File: src/rtl/bba_pkg.sv
package bba_pkg;
  typedef enum logic [1:0] {
    ST_COLLECT = 2'd0,
    ST_LAUNCH  = 2'd1,
    ST_AWAIT   = 2'd2,
    ST_DRAIN   = 2'd3
  } bba_state_e;
endpackage

File: src/rtl/bba_gather.sv
module bba_gather #(
  parameter int BYTE_W    = 8,
  parameter int NUM_BYTES = 16
) (
  input  logic                          clk,
  input  logic                          rst,
  input  logic                          take_i,
  input  logic [BYTE_W-1:0]             byte_i,
  output logic [BYTE_W*NUM_BYTES-1:0]   block_o,
  output logic                          fill_o
);
  localparam int BLK_W = BYTE_W * NUM_BYTES;
  localparam int CNT_W = $clog2(NUM_BYTES);
  localparam logic [CNT_W-1:0] LAST = CNT_W'(NUM_BYTES - 1);

  // Older bytes move toward the top; the newest enters at the bottom.
  function automatic logic [BLK_W-1:0] push_low(input logic [BLK_W-1:0] b,
                                                input logic [BYTE_W-1:0] y);
    return {b[BLK_W-BYTE_W-1:0], y};
  endfunction

  logic [CNT_W-1:0] cnt_q;
  logic [BLK_W-1:0] sh_q;

  assign fill_o  = take_i && (cnt_q == LAST);
  assign block_o = sh_q;

  always_ff @(posedge clk) begin
    if (rst) begin
      cnt_q <= '0;
      sh_q  <= '0;
    end else if (take_i) begin
      sh_q  <= push_low(sh_q, byte_i);
      cnt_q <= fill_o ? '0 : cnt_q + 1'b1;
    end
  end
endmodule

File: src/rtl/bba_drain.sv
module bba_drain #(
  parameter int BYTE_W    = 8,
  parameter int NUM_BYTES = 16
) (
  input  logic                          clk,
  input  logic                          rst,
  input  logic                          load_i,
  input  logic [BYTE_W*NUM_BYTES-1:0]   res_i,
  input  logic                          adv_i,
  output logic [BYTE_W-1:0]             byte_o,
  output logic                          last_o
);
  localparam int BLK_W = BYTE_W * NUM_BYTES;
  localparam int CNT_W = $clog2(NUM_BYTES);
  localparam logic [CNT_W-1:0] LAST = CNT_W'(NUM_BYTES - 1);

  function automatic logic [BYTE_W-1:0] top_byte(input logic [BLK_W-1:0] b);
    return b[BLK_W-1 -: BYTE_W];
  endfunction

  function automatic logic [BLK_W-1:0] pop_high(input logic [BLK_W-1:0] b);
    return {b[BLK_W-BYTE_W-1:0], {BYTE_W{1'b0}}};
  endfunction

  logic [CNT_W-1:0] cnt_q;
  logic [BLK_W-1:0] sh_q;

  assign byte_o = top_byte(sh_q);
  assign last_o = adv_i && (cnt_q == LAST);

  always_ff @(posedge clk) begin
    if (rst) begin
      cnt_q <= '0;
      sh_q  <= '0;
    end else if (load_i) begin
      cnt_q <= '0;
      sh_q  <= res_i;
    end else if (adv_i) begin
      sh_q  <= pop_high(sh_q);
      cnt_q <= last_o ? '0 : cnt_q + 1'b1;
    end
  end
endmodule

File: src/rtl/bba_ctrl.sv
module bba_ctrl
  import bba_pkg::*;
(
  input  logic clk,
  input  logic rst,
  input  logic fill_i,
  input  logic done_i,
  input  logic last_i,
  output logic in_ready_o,
  output logic start_o,
  output logic wait_o,
  output logic out_valid_o
);
  bba_state_e st_q, st_d;

  always_comb begin
    st_d = st_q;
    unique case (st_q)
      ST_COLLECT: if (fill_i) st_d = ST_LAUNCH;
      ST_LAUNCH:              st_d = ST_AWAIT;
      ST_AWAIT:   if (done_i) st_d = ST_DRAIN;
      ST_DRAIN:   if (last_i) st_d = ST_COLLECT;
      default:                st_d = ST_COLLECT;
    endcase
  end

  always_ff @(posedge clk) begin
    if (rst) st_q <= ST_COLLECT;
    else     st_q <= st_d;
  end

  assign in_ready_o  = (st_q == ST_COLLECT);
  assign start_o     = (st_q == ST_LAUNCH);
  assign wait_o      = (st_q == ST_AWAIT);
  assign out_valid_o = (st_q == ST_DRAIN);
endmodule

File: src/rtl/byte_block_adapter.sv
module byte_block_adapter #(
  parameter int BYTE_W    = 8,
  parameter int NUM_BYTES = 16
) (
  input  logic                        clk,
  input  logic                        rst,
  input  logic [BYTE_W-1:0]           in_byte,
  input  logic                        in_valid,
  output logic                        in_ready,
  output logic [BYTE_W*NUM_BYTES-1:0] blk_out,
  output logic                        blk_start,
  input  logic                        blk_done,
  input  logic [BYTE_W*NUM_BYTES-1:0] blk_res,
  output logic [BYTE_W-1:0]           out_byte,
  output logic                        out_valid,
  input  logic                        out_ready
);
  // Named internal events, also observed by the bound checker.
  logic accept_evt;
  logic fill_evt;
  logic wait_phase;
  logic load_evt;
  logic xfer_evt;
  logic last_evt;

  assign accept_evt = in_valid && in_ready;
  assign load_evt   = wait_phase && blk_done;
  assign xfer_evt   = out_valid && out_ready;

  bba_gather #(.BYTE_W(BYTE_W), .NUM_BYTES(NUM_BYTES)) gather_i (
    .clk(clk), .rst(rst), .take_i(accept_evt), .byte_i(in_byte),
    .block_o(blk_out), .fill_o(fill_evt)
  );

  bba_ctrl ctrl_i (
    .clk(clk), .rst(rst), .fill_i(fill_evt), .done_i(blk_done),
    .last_i(last_evt), .in_ready_o(in_ready), .start_o(blk_start),
    .wait_o(wait_phase), .out_valid_o(out_valid)
  );

  bba_drain #(.BYTE_W(BYTE_W), .NUM_BYTES(NUM_BYTES)) drain_i (
    .clk(clk), .rst(rst), .load_i(load_evt), .res_i(blk_res),
    .adv_i(xfer_evt), .byte_o(out_byte), .last_o(last_evt)
  );
endmodule

File: config.mk
export PLATFORM = sky130hd
export DESIGN_NAME = byte_block_adapter
export DESIGN_NICKNAME = d
export VERILOG_FILES = /design/src/rtl/bba_pkg.sv /design/src/rtl/bba_gather.sv /design/src/rtl/bba_drain.sv /design/src/rtl/bba_ctrl.sv /design/src/rtl/byte_block_adapter.sv
export SDC_FILE = /design/constraint.sdc
export NUM_CORES = 1
export LEC_CHECK = 0
export CORE_UTILIZATION = 47
export CTS_BUF_LIST = sky130_fd_sc_hd__clkbuf_2
export CTS_CLUSTER_DIAMETER = 200
export CTS_CLUSTER_SIZE = 12
export DETAILED_ROUTE_END_ITERATION = 8
export DONT_BUFFER_PORTS = 1
export REMOVE_ABC_BUFFERS = 1
export SYNTH_ARGS = -nofsm -noshare
export SYNTH_HDL_FRONTEND = slang
export SYNTH_SLANG_ARGS = --single-unit
export TNS_END_PERCENT = 30
File: constraint.sdc
create_clock -name clk -period 2.44 [get_ports clk]
set_input_delay 0.732 -clock clk [delete_from_list [all_inputs] [get_ports clk]]
set_output_delay 0.732 -clock clk [all_outputs]
set_load 0.1 [all_outputs]
==> impl_metrics.env <==
export IMPL_status="finished with violations"
export IMPL_violations="DRC"
export IMPL_ys_ff_latch=266
export IMPL_insertion_delay_ns=0.82
export IMPL_grt_met1_usage_pct=31.9
export IMPL_hpwl_um=15600
export IMPL_design_area_um2=14100
export IMPL_io_pins=280
export IMPL_synth_avg_cell_area_um2=7.97
export IMPL_critPathTopFamily="flip-flops"
export IMPL_grt_util_met2_pct=39.3
export IMPL_path_buf_inv=0
export IMPL_cpPeakStageDelay_ns=0.43
export IMPL_grt_use_met3_pct=5.40
export IMPL_cpMaxStageDelayCell="dfxtp_4"
export IMPL_vias=10116
export IMPL_rows=54
export IMPL_busiest_layer="met2"
export IMPL_cellPowerDensity_nw_per_um2=459
export IMPL_synth_edf_count=0
export IMPL_ys_types=29
export IMPL_leakage_nw=5.47
export IMPL_timing_fmax_mhz=412
export IMPL_cp_start_kind="register"
export IMPL_synthCells=1332
export IMPL_setup_viol=0
export IMPL_finalNonFillerCells=1887
export IMPL_cp_max_fo=7
export IMPL_clk_pin_slew_ns=0.21
export IMPL_grt_usage_pct=24.3
export IMPL_port_buffers=0
export IMPL_post_route_period_util_pct=99.4
export IMPL_placedCellCount=1633
export IMPL_routabilityCongestion=0.775
export IMPL_wire_per_inst_um=15.4
export IMPL_cts_max_level=1
export IMPL_antenna_left=0
export IMPL_overflow=0
export IMPL_hold_viol_final=0
export IMPL_synthesis_area_um2=10600
export IMPL_worst_ir_drop_vdd_mv=0.457
export IMPL_core_um2=22000
export IMPL_synthArstFlopShare_pct=0
export IMPL_rsz0062_at_grt="yes"
export IMPL_drc=19
export IMPL_crit_arrival_ns=1.69
export IMPL_vias_per_cell=5.36
export IMPL_grt_max_degree=150
export IMPL_die_w_um=152
export IMPL_crit_chain="ha_4"
export IMPL_cts_made_buffers=26
export IMPL_min_path_type="in -> reg"
export IMPL_grt_pass1_vias=9510
export IMPL_die_area_um2=23200
export IMPL_clock_path_buffers=3
export IMPL_worst_slew_pin_slew_ns=0.557
export IMPL_pre_cts_slack_ns=0.495
export IMPL_grt_pass1_wl_um=47700
export IMPL_path_class="reg -> out"
export IMPL_clock_sinks=266
export IMPL_drive_gt1_share_pct=12.6
export IMPL_ys_seq_area_share_pct=50.2
export IMPL_n_fill_cell=1951
export IMPL_slew_viol_final=0
export IMPL_worstPathRequired_ns=1.71
export IMPL_place_area_um2=11600
export IMPL_drtIter0Drc=719
export IMPL_die_y_um=152
export IMPL_drt_total_wl_um=29100
export IMPL_cts_tree="done"
export IMPL_fin_skew_ns=0.0455
export IMPL_ys_warnings_count=0
export IMPL_antenna_found_initial=2
export IMPL_firstDrtPassIters=9
export IMPL_initial_core_util_pct=48.3
export IMPL_layout_setup_ws_ns=0.0146
export IMPL_root_buffer="clkbuf_2"
export IMPL_end_kind="output pin"
export IMPL_cap_violations=0
export IMPL_fin_crit_ns=2.43
export IMPL_fin_nets=1752
export IMPL_syn_to_final_growth_pct=33.2
export IMPL_synth_main_ff_cell="dfxtp_1"
export IMPL_ff2ff_setup_slack_ns=0.02
export IMPL_maxSlewHeadroom_pct=62.9
[area by class of cell]
type	count	area, µm²	area share (%)
Antenna cell	2	5.00	0.0354
Timing Repair Buffer	380	3630	25.7
Clock inverter	1	11.3	0.0797
Multi-Input combinational cell	929	4660	33.0
Clock buffer	27	135	0.956
Tap cell	280	350	2.48
Inverter	2	7.51	0.0531
Sequential cell	266	5330	37.7
[cells in the final DEF, fill, tap and decap left out, types with 2 or more instances in the layout]
master	count
a211oi_1	3
a21oi_1	131
a22oi_1	8
a311o_1	2
a311oi_1	121
buf_12	12
buf_16	3
buf_4	145
clkbuf_2	27
dfxtp_1	264
dfxtp_4	2
diode_2	2
dlygate4sd3_1	219
ha_1	3
ha_4	3
inv_2	2
mux2i_1	2
nand2_1	383
nand2_4	2
nand2b_1	2
nand3_1	124
nand4_1	2
nor2_1	129
nor3_1	2
xor2_1	2
[power by group]
| part | internal [mW] | switching, mW |
|---|---|---|
| Clock | 0.300 | 1.40 |
| Sequential | 4.37 | 0.00706 |
| Combinational | 0.143 | 0.265 |
| Total | 4.81 | 1.67 |
[final timing paths]
check	cells past startpoint	startpoint	endpoint
worst max-delay path	1	ctrl_i.st_q[0]	out_valid
worst min-delay path	2	blk_res[114]	drain_i.sh_q[114]
worst max register to register	5	ctrl_i.st_q[0]	drain_i.sh_q[23]
worst min register to register	2	gather_i.block_o[20]	gather_i.block_o[28]
[cell usage after synthesis (3+ instances only)]
cell | n | area [µm²]
clkbuf_1 | 50 | 188
dfxtp_1 | 266 | 5330
ha_1 | 6 | 75.1
buf_2 | 47 | 235
a22oi_1 | 9 | 67.6
buf_4 | 31 | 233
a21oi_1 | 131 | 656
buf_1 | 6 | 22.5
nand3_1 | 124 | 621
a311oi_1 | 121 | 1060
nand2_1 | 385 | 1450
a211oi_1 | 3 | 22.5
nor2_1 | 129 | 484
[registers in the layout, indices dropped and copies added (netlist names)]
signal	count
drain_i.cnt_q	4
gather_i.cnt_q	4
drain_i.sh_q	128
ctrl_i.st_q	2
gather_i.block_o	128
[metal layers]
layer / vias up / part of all wire [%]
li1: 5109 / -
met1: 4683 / 43
met3: 50 / 7.0
met4: 0 / 3.3
met2: 274 / 47
met5: - / 0
[through the flow]
stage / hold slack, ns / total power, mW / setup TNS (ns) / utilization (%)
6_report: 0.0712 / 6.48 / 0 / 64.4
5_1_grt: 0.000310 / 6.76 / -3.01 / 64.4
4_1_cts: 0.000913 / 6.57 / -0.336 / 64.1
3_5_place_dp: 0.438 / 4.71 / 0 / 52.9
3_3_place_gp: 0.433 / 4.71 / 0 / 52.9
2_1_floorplan: 0.454 / 4.64 / -672.72 / -
[cell families after synthesis]
group                      share of synthesized area (%)
and+or+nand+nor                                     24.7
AOI/OAI and AO/OA                                   17.5
DFF                                                 50.2
buffers and inverters                               6.57
adders and majority gates                          0.707
xor gates and xnor gates                           0.165
muxes                                              0.189
[timing repair]
item | 4_1_cts | 5_1_grt
setup endpoints to repair | 3 | 83
buffers inserted | 2 | 0
gates resized for setup | 15 | 5
gates cloned | 0 | 1
hold endpoints to repair | 266 | 0
hold buffers | 221 | 0
pin swaps | 2 | 0
No activity file was read; power rests on OpenSTA's default activity.
